[config.mk]
export PLATFORM = sky130hd
export DESIGN_NAME = sobel_edge_stream
export DESIGN_NICKNAME = d
export VERILOG_FILES = /design/src/rtl/sobel_pkg.sv /design/src/rtl/sobel_line_store.sv /design/src/rtl/sobel_kernel.sv /design/src/rtl/sobel_edge_stream.sv
export SDC_FILE = /design/constraint.sdc
export NUM_CORES = 2
export LEC_CHECK = 0
export BUFFER_PORTS_ARGS = -buffer_cell sky130_fd_sc_hd__buf_2
export CORE_AREA = 3 3 390 392
export CTS_BUF_LIST = sky130_fd_sc_hd__clkbuf_8
export DETAILED_ROUTE_END_ITERATION = 7
export DIE_AREA = 0 0 393 395
export GPL_ROUTABILITY_DRIVEN = 0
export HOLD_SLACK_MARGIN = 0.08
export PLACE_DENSITY = 0.54
export SYNTH_ARGS = -nofsm -noshare
export SYNTH_HDL_FRONTEND = slang
export SYNTH_SLANG_ARGS = --single-unit
[constraint.sdc]
create_clock -name clk -period 20 [get_ports clk]
set_input_delay 3 -clock clk [delete_from_list [all_inputs] [get_ports clk]]
set_output_delay 3 -clock clk [all_outputs]
set_load 0.01 [all_outputs]
[src/rtl/sobel_pkg.sv]
package sobel_pkg;

    localparam int PIX_W  = 8;
    localparam int GRAD_W = 11;
    localparam int MAG_W  = 21;

    typedef logic [PIX_W-1:0]         pix_t;
    typedef logic signed [GRAD_W-1:0] grad_t;
    typedef logic [MAG_W-1:0]         mag_t;
    // one window column, index 0 is the oldest (top) row
    typedef logic [2:0][PIX_W-1:0]    col_t;

    localparam pix_t EDGE_ON  = 8'hFF;
    localparam pix_t EDGE_OFF = 8'h00;

    // a + 2b + c as a signed value
    function automatic grad_t tri_sum(pix_t a, pix_t b, pix_t c);
        grad_t ea, eb, ec;
        ea = grad_t'({3'b000, a});
        eb = grad_t'({2'b00, b, 1'b0});
        ec = grad_t'({3'b000, c});
        return ea + eb + ec;
    endfunction

endpackage

[src/rtl/sobel_line_store.sv]
module sobel_line_store
    import sobel_pkg::*;
#(
    parameter int MAX_W = 64,
    localparam int COL_W = $clog2(MAX_W)
) (
    input  logic             clk,
    input  logic             wr_en,
    input  logic [COL_W-1:0] col,
    input  pix_t             din,
    output pix_t             older_o,
    output pix_t             newer_o
);
    // newer_mem holds the row just above the incoming one, older_mem the one above that
    pix_t newer_mem [MAX_W];
    pix_t older_mem [MAX_W];

    assign older_o = older_mem[col];
    assign newer_o = newer_mem[col];

    always_ff @(posedge clk) begin
        if (wr_en) begin
            older_mem[col] <= newer_mem[col];
            newer_mem[col] <= din;
        end
    end
endmodule

[src/rtl/sobel_kernel.sv]
module sobel_kernel
    import sobel_pkg::*;
(
    input  col_t  left,
    input  pix_t  mid_top,
    input  pix_t  mid_bot,
    input  col_t  right,
    input  mag_t  thresh,
    output logic  is_edge
);
    grad_t gx, gy;
    logic signed [MAG_W-1:0] gx_w, gy_w;
    mag_t sq_x, sq_y, mag;

    always_comb begin
        gx   = tri_sum(right[0], right[1], right[2]) - tri_sum(left[0], left[1], left[2]);
        gy   = tri_sum(left[0], mid_top, right[0]) - tri_sum(left[2], mid_bot, right[2]);
        gx_w = MAG_W'(gx);
        gy_w = MAG_W'(gy);
        sq_x = gx_w * gx_w;
        sq_y = gy_w * gy_w;
        mag  = sq_x + sq_y;
        is_edge = (mag > thresh);
    end
endmodule

[src/rtl/sobel_edge_stream.sv]
module sobel_edge_stream
    import sobel_pkg::*;
#(
    parameter int MAX_W = 64,
    parameter int MAX_H = 64,
    localparam int WD_W  = $clog2(MAX_W + 1),
    localparam int HT_W  = $clog2(MAX_H + 1)
) (
    input  logic            clk,
    input  logic            rst_n,
    input  logic [WD_W-1:0] cfg_width,
    input  logic [HT_W-1:0] cfg_height,
    input  logic [20:0]     cfg_thresh,
    input  logic            in_valid,
    output logic            in_ready,
    input  logic [7:0]      in_pixel,
    output logic            out_valid,
    input  logic            out_ready,
    output logic [7:0]      out_pixel,
    output logic            out_sof,
    output logic            out_eol
);
    localparam int COL_W = $clog2(MAX_W);
    localparam int ROW_W = $clog2(MAX_H);
    localparam int FL_W  = $clog2(MAX_W + 2);

    typedef struct packed {
        logic [COL_W-1:0] in_col;
        logic [ROW_W-1:0] in_row;
        logic [COL_W-1:0] out_col;
        logic [ROW_W-1:0] out_row;
        logic             flushing;
        logic [FL_W-1:0]  flush_left;
        logic             ov;
        pix_t             opix;
        logic             osof;
        logic             oeol;
        col_t             win_l;
        col_t             win_m;
    } state_t;

    state_t q, d;

    pix_t  lb_older, lb_newer;
    col_t  fresh_col;
    logic  is_edge;
    logic  can_load, take, load, emits, interior;
    logic  in_last_col, in_last_row, out_last_col, out_last_row;
    logic  in_ready_c;

    assign fresh_col = {in_pixel, lb_newer, lb_older};

    sobel_line_store #(.MAX_W(MAX_W)) u_rows (
        .clk     (clk),
        .wr_en   (take),
        .col     (q.in_col),
        .din     (in_pixel),
        .older_o (lb_older),
        .newer_o (lb_newer)
    );

    sobel_kernel u_kern (
        .left    (q.win_l),
        .mid_top (q.win_m[0]),
        .mid_bot (q.win_m[2]),
        .right   (fresh_col),
        .thresh  (cfg_thresh),
        .is_edge (is_edge)
    );

    always_comb begin
        d = q;

        can_load   = !q.ov || out_ready;
        in_ready_c = !q.flushing && can_load;
        take       = in_valid && in_ready_c;

        in_last_col  = (WD_W'(q.in_col)  == cfg_width  - 1'b1);
        in_last_row  = (HT_W'(q.in_row)  == cfg_height - 1'b1);
        out_last_col = (WD_W'(q.out_col) == cfg_width  - 1'b1);
        out_last_row = (HT_W'(q.out_row) == cfg_height - 1'b1);

        // input (R,C) completes the window centred on (R-1,C-1), the output at index -(W+1)
        emits    = (q.in_row != '0) && !((q.in_row == ROW_W'(1)) && (q.in_col == '0));
        interior = (q.in_row >= ROW_W'(2)) && (q.in_col >= COL_W'(2));
        load     = (take && emits) || (q.flushing && can_load);

        if (q.ov && out_ready) begin
            d.ov = 1'b0;
        end

        if (take) begin
            d.win_l = q.win_m;
            d.win_m = fresh_col;
            if (in_last_col) begin
                d.in_col = '0;
                if (in_last_row) begin
                    d.in_row     = '0;
                    d.flushing   = 1'b1;
                    d.flush_left = FL_W'(cfg_width) + FL_W'(1);
                end else begin
                    d.in_row = q.in_row + 1'b1;
                end
            end else begin
                d.in_col = q.in_col + 1'b1;
            end
        end

        if (load) begin
            d.ov   = 1'b1;
            d.opix = (take && interior && is_edge) ? EDGE_ON : EDGE_OFF;
            d.osof = (q.out_row == '0) && (q.out_col == '0);
            d.oeol = out_last_col;
            if (out_last_col) begin
                d.out_col = '0;
                d.out_row = out_last_row ? '0 : q.out_row + 1'b1;
            end else begin
                d.out_col = q.out_col + 1'b1;
            end
        end

        if (q.flushing && can_load) begin
            d.flush_left = q.flush_left - 1'b1;
            if (q.flush_left == FL_W'(1)) begin
                d.flushing = 1'b0;
            end
        end
    end

    always_ff @(posedge clk or negedge rst_n) begin
        if (!rst_n) begin
            q <= '0;
        end else begin
            q <= d;
        end
    end

    assign in_ready  = in_ready_c;
    assign out_valid = q.ov;
    assign out_pixel = q.opix;
    assign out_sof   = q.osof;
    assign out_eol   = q.oeol;
endmodule

-- Word-level counts from Yosys, hierarchy flattened
Memories as Yosys holds them, arrays and structs flattened.
Index checks and enable logic that the tools add are counted.
- bits in registers: 91
- latch bits: 0
- memory bits (writable): 1024
- memory bits (read-only): 0
- input port bits: 47
- word-level logic and storage cells: 89
- memories: 2
- add/sub/neg operators: 19
- multiply operators: 2
- divide/modulo/power cells: 0
- magnitude comparators: 3
- equality and inequality tests: 6
- shift-type cells: 0
- muxes and demuxes: 14
- bitwise gates (word level): 0
- reductions and logical operators: 27
- memory list (name ; words ; bits a word ; rd ports ; clocked after Yosys merged registers in ; write ports ; line ; source):
    u_rows.newer_mem ; 64 ; 8 ; 1 ; 0 ; 1 ; sobel_line_store.sv:15 ; pix_t newer_mem [MAX_W];
    u_rows.older_mem ; 64 ; 8 ; 1 ; 0 ; 1 ; sobel_line_store.sv:16 ; pix_t older_mem [MAX_W];
- operators by type and width (operator ; number):
    $add A11 B9 Y11 ; 4
    $mul A11 B11 Y21 ; 2
    $add A8 B9 Y10 ; 4
    $mux W8 ; 5
    $eq A6 B7 Y1 ; 4
    $add A6 B1 Y6 const B ; 4
    $mux W6 ; 4
    $sub A11 B11 Y11 ; 2
    $add A21 B21 Y21 ; 1
    $gt A21 B21 Y1 ; 1
    $sub A7 B1 Y7 const B ; 3
    $logic_not A6 Y1 ; 3
    $ge A6 B2 Y1 const B ; 2
    $logic_and A1 B1 Y1 ; 11
    $mux W11 ; 1
    $reduce_bool A2 Y1 ; 4
    $add A7 B1 Y7 const B ; 1
    $eq A7 B1 Y1 const B ; 1
    $eq A6 B1 Y1 const B ; 1
    $reduce_bool A6 Y1 ; 1
    $mux W1 ; 4
    $reduce_and A2 Y1 ; 2
    $logic_not A1 Y1 ; 3
    $reduce_and A3 Y1 ; 1
    $logic_or A1 B1 Y1 ; 2

-- Depth between registers and ports, before layout
An unclocked memory read counts as a cell.
- depth in word-level cells: 10
- depth in mapped cells: 60

-- Cells and area by module
From an unflattened synthesis, not the netlist that was laid out.
- cells, all modules: 3956
- area total of the unflattened synthesis: 54927.7 um^2
- modules (own cells, without submodules) (module ; instances ; cells each ; area an instance (um^2) ; seq. area each (um^2)):
    sobel_line_store ; 1 ; 2237 ; 39306.4 ; 30749.5
    sobel_kernel ; 1 ; 1176 ; 10941.7 ; 0.0
    sobel_edge_stream ; 1 ; 543 ; 4679.5 ; 2102.0

-- Worst setup path before layout
Ideal clock, no wire load.
- path type: register to register
- start: reg q[86] (netlist name)
- end: reg q, in the netlist out_pixel[6]
- setup time: 0.136 ns
- data arrival time: 14.230 ns
- required time: 19.864 ns
- path slack: 5.634 ns
- cell stages (with the launch flop): 52
- buffers on the path: 4
- clock period less this slack: 14.366 ns
- path through: dfrtp_1 buf_6 nor2b_1 clkbuf_1 buf_1 clkbuf_1 a22oi_1 a31oi_1 a21oi_1 o211ai_1 ha_1 nor2b_1 o21ai_0 a21boi_0 o21ai_0 nand2b_1 xor2_1 fa_1 [... 16 more ...] fa_1 fa_1 inv_1 fa_1 inv_1 ha_1 a21o_1 a21o_1 a21oi_1 or4b_2 a211o_1 o211ai_1 ha_1 a21o_1 a21oi_1 o2111ai_1 a41oi_1 o31ai_1
- longest elaborated chain between the ends: 9
- elaborated cells on any way between the ends: 22
- ends and longest elaborated chain (element ; line ; source):
    start: declaration ; sobel_edge_stream.sv:42 ; state_t q, d;
    start signal: assignment ; sobel_edge_stream.sv:132 ; q <= '0;
    start signal: assignment ; sobel_edge_stream.sv:134 ; q <= d;
    $mem_v2 Z64 W8 ; n/a ;
    named net lb_newer[2] ; sobel_edge_stream.sv:44 ; pix_t lb_older, lb_newer;
    $add A8 B9 Y10 ; sobel_pkg.sv:22 ; return ea + eb + ec;
    $add A11 B9 Y11 ; sobel_pkg.sv:22 ;
    $sub A11 B11 Y11 ; sobel_kernel.sv:16 ; gx = tri_sum(right[0], right[1], right[2]) - tri_sum(left[0], left[1], left[2]);
    $mul A11 B11 Y21 ; sobel_kernel.sv:20 ; sq_x = gx_w * gx_w;
    $add A21 B21 Y21 ; sobel_kernel.sv:22 ; mag = sq_x + sq_y;
    $gt A21 B21 Y1 ; sobel_kernel.sv:23 ; is_edge = (mag > thresh);
    $logic_and A1 B1 Y1 ; sobel_edge_stream.sv:111 ; d.opix = (take && interior && is_edge) ? EDGE_ON : EDGE_OFF;
    $mux W8 ; sobel_edge_stream.sv:111 ;
The timed path passes the listed nets, and every way through them passes these cells.
A chain may end at the register's enable or synchronous reset.

-- Final worst setup path
- start: reg q[87] (netlist name)
- end: reg q, in the netlist out_pixel[6]
Same word-level chain as after synthesis.

==> out/qor.csv <==
metric,value,unit
path type of the worst min-delay path,flop to flop,
worst hold stages,2,
floorplan row count,142,
Detail Placement HPWL,104300,um
CTS H-Tree Depth,4,
Die Span Y,395,um
maxcap violations,0,
total track usage,21.35,%
Setup crit start,q[87],
"commonest non-fill, non-tap cell in the layout",edfxtp_1,
most frequent cells in the layout,"1024 x edfxtp_1, 456 x inv_1, 262 x fa_1",
Synth Area in XOR/XNOR,2.101,%
total grt overflow,0,
fmax,61.35,MHz
initial drt markers,3662,
TritonCTS Buffers,182,
DR vias,33638,
CP Capture Type,flop,
"delay-heaviest family, CP",adder cells,
Max Slew Vio Count,0,
crit path capture,out_pixel[6],
status,"complete, no violations",
Area Overhead vs Synth,11.57,%
slew margin rel.,14.70,%
clk_skew,0.06836,ns
post-synthesis mux area share,7.217,%
Synth Warn #,0,
postcts setup bufs,0,
Post-Synth Simple-Gate Area,5.026,%
top_reg_cell synth,edfxtp_1,
actual slew at the worst max-slew pin,1.273,ns
CTS clock-pin slew for the worst setup and hold paths,0.07,ns
register bit count reported by yosys,1108,
Post-CTS Hold Fix Bufs,0,
CTS max path bufs,3,
period utilisation layout,81.50,%
Levels on crit path,48,
syn_area_per_cell,14.54,um2
FF-to-FF path depth,48,
"Clk Latency, worst-skew pair",0.91,ns
layout cells sized above 1,15.90,%
# port buffers,58,
Synth area leader,edfxtp_1,
clock sinks,1108,
Final Hold Fails,0,
# IOs,59,
Final Setup Violations,0,
number of iterations in the first detailed-routing pass,7,
routed vias/inst,5.542,
Core Footprint,149200,um2
Async SR Flop Fraction,7.581,%
total wire length,165200,um
CTS tree,built,
Post-synth EDFFs,1024,
CP Max Fanout,53,
CTS resizes,0,
Synth Cell Area,55090,um2
Unique masters post-synth,83,
startpoint type of the worst setup path,flop,
remaining antenna violation count after routing,0,
syn_nets,4265,
Initial Utilization,36.91,%
pin count of the biggest net entering global routing,126,
R2R setup slack,3.70,ns
initial antenna violation count,7,
slowest CP cell,dfrtp_4,
CTS root buf,clkbuf_8,
critical path data arrival time,17.05,ns
"Seq/Total Area, Yosys",59.63,%
top post-synthesis cells by area,"edfxtp_1 56%, fa_1 9.5%, dfrtp_1 3.8%",
Chip Width,393,um
RSZ-0062 raised after global routing,no,
Worst R2R Start,q[87],
largest family of logic cells by synthesized area,adder cells,
number of global-route vias before repair,34139,
"most used cell, CP",fa_1,
adder-cell share of the synthesized area,13.34,%
critical path's largest stage delay,0.98,ns
required time of the critical path,20.76,ns
post-synth top area share,55.81,%
FF-to-FF End,out_pixel[6],
compound-cell area share of the yosys netlist,8.119,%
die area,155200,um2
critical path class,flop to flop,
Nets,4458,
Syn Inst Count,3788,
DR WL/cell,27.21,um
Final TNS setup,0,ns
WP buf/inv,9,
first-pass GRT wire length,240700,um
# DRC,0,
Final min period,16.30,ns
## cell families (layout without fill, tap and decap cells)
| kind of cell | Yosys count | after routing |
|---|---|---|
| AOI/OAI and AO/OA | 623 | 623 |
| xor gates and xnor gates | 129 | 129 |
| adders and majority gates | 430 | 430 |
| buffers and inverters | 602 | 934 |
| DFF | 1108 | 1108 |
| muxes | 284 | 284 |
| other | 0 | 6 |
| and+or+nand+nor | 612 | 612 |
## Yosys cell counts (6+ instances only)
library cell and count:
o2bb2ai_1 10, nor3b_1 6, nand2b_1 28, a222oi_1 9, and2_1 10, buf_6 11
buf_2 48, buf_1 18, edfxtp_1 1024, a221o_1 28, clkbuf_1 77, fa_1 262
nand2_1 204, nand4_1 13, or3_1 11, a21o_1 24, a22oi_1 52, o21ai_0 100
nand3_1 29, mux2_2 72, a22o_1 27, a221oi_1 115, o221ai_1 14, a211oi_1 8
inv_1 411, a31oi_1 11, nor3_1 18, nor2_1 226, dfrtp_1 84, xor2_1 41
nor2b_1 19, mux4_2 83, o211ai_1 8, a21oi_1 95, mux2i_1 128, xnor2_1 86
buf_4 31, nor4_1 7, o21a_1 11, o22a_1 10, o22ai_1 61, and3_1 9
ha_1 168
## through the flow
| stage | instances | setup slack [ns] | utilization (%) | cell area (um2) | hold slack, ns |
|---|---|---|---|---|---|
| after detailed placement | 5741 | 3.909 | 38.93 | 58100 | 0.4553 |
| after CTS | 6064 | 3.875 | 41.18 | 61450 | 0.4684 |
| after floorplan | 3788 | 5.634 | - | 55090 | 0.4348 |
| final | 6070 | 3.701 | 41.19 | 61470 | 0.4612 |
| after global routing | 6065 | 2.760 | 41.18 | 61450 | 0.4909 |
| after global placement | 5741 | 4.315 | 38.93 | 58100 | 0.4445 |
## metal layers
layer | part of all wire [%] | vias up | global-route usage (%)
met3 | 8.3 | 297 | 4.594
met4 | 3.5 | 0 | 7.932
met2 | 45 | 1453 | 32.20
met1 | 44 | 17510 | 30.33
met5 | 0 | - | 0
li1 | - | 14378 | -
## worst min-delay path by stage
stage | endpoint | slack [ns] | start
global placement | q[32] | 0.44 | q[8]
global route | q[36] | 0.49 | q[12]
detailed placement | q[36] | 0.46 | q[12]
CTS | q[39] | 0.47 | q[15]
finish | q[39] | 0.46 | q[15]
floorplan | q[32] | 0.43 | q[8]
## cell type report
type	count	area [um2]
fillers	13823	87780
flip-flops and latches	1108	32860
well taps	1944	2432
diodes	6	15.01
inverters	417	1567
clock inverters	138	802.0
repair buffers	194	1339
multi-input cells	2078	19900
clock buffers	185	2546
## tightest hold or removal path, delay by kind of cell (launching register included)
kind,cells,cell delay (ns)
AND/OR/NAND/NOR,2,0.10
flip-flops,1,0.34
## flip-flops by register name, indices dropped and copies added (netlist names)
name / cells
out_pixel: 1
out_sof: 1
out_eol: 1
out_valid: 1
u_rows.older_mem: 512
u_rows.newer_mem: 512
q: 80
Power is left out: the tool's default activity adds up to more than one toggle a clock period on the data nets, which glitch-free logic cannot reach.
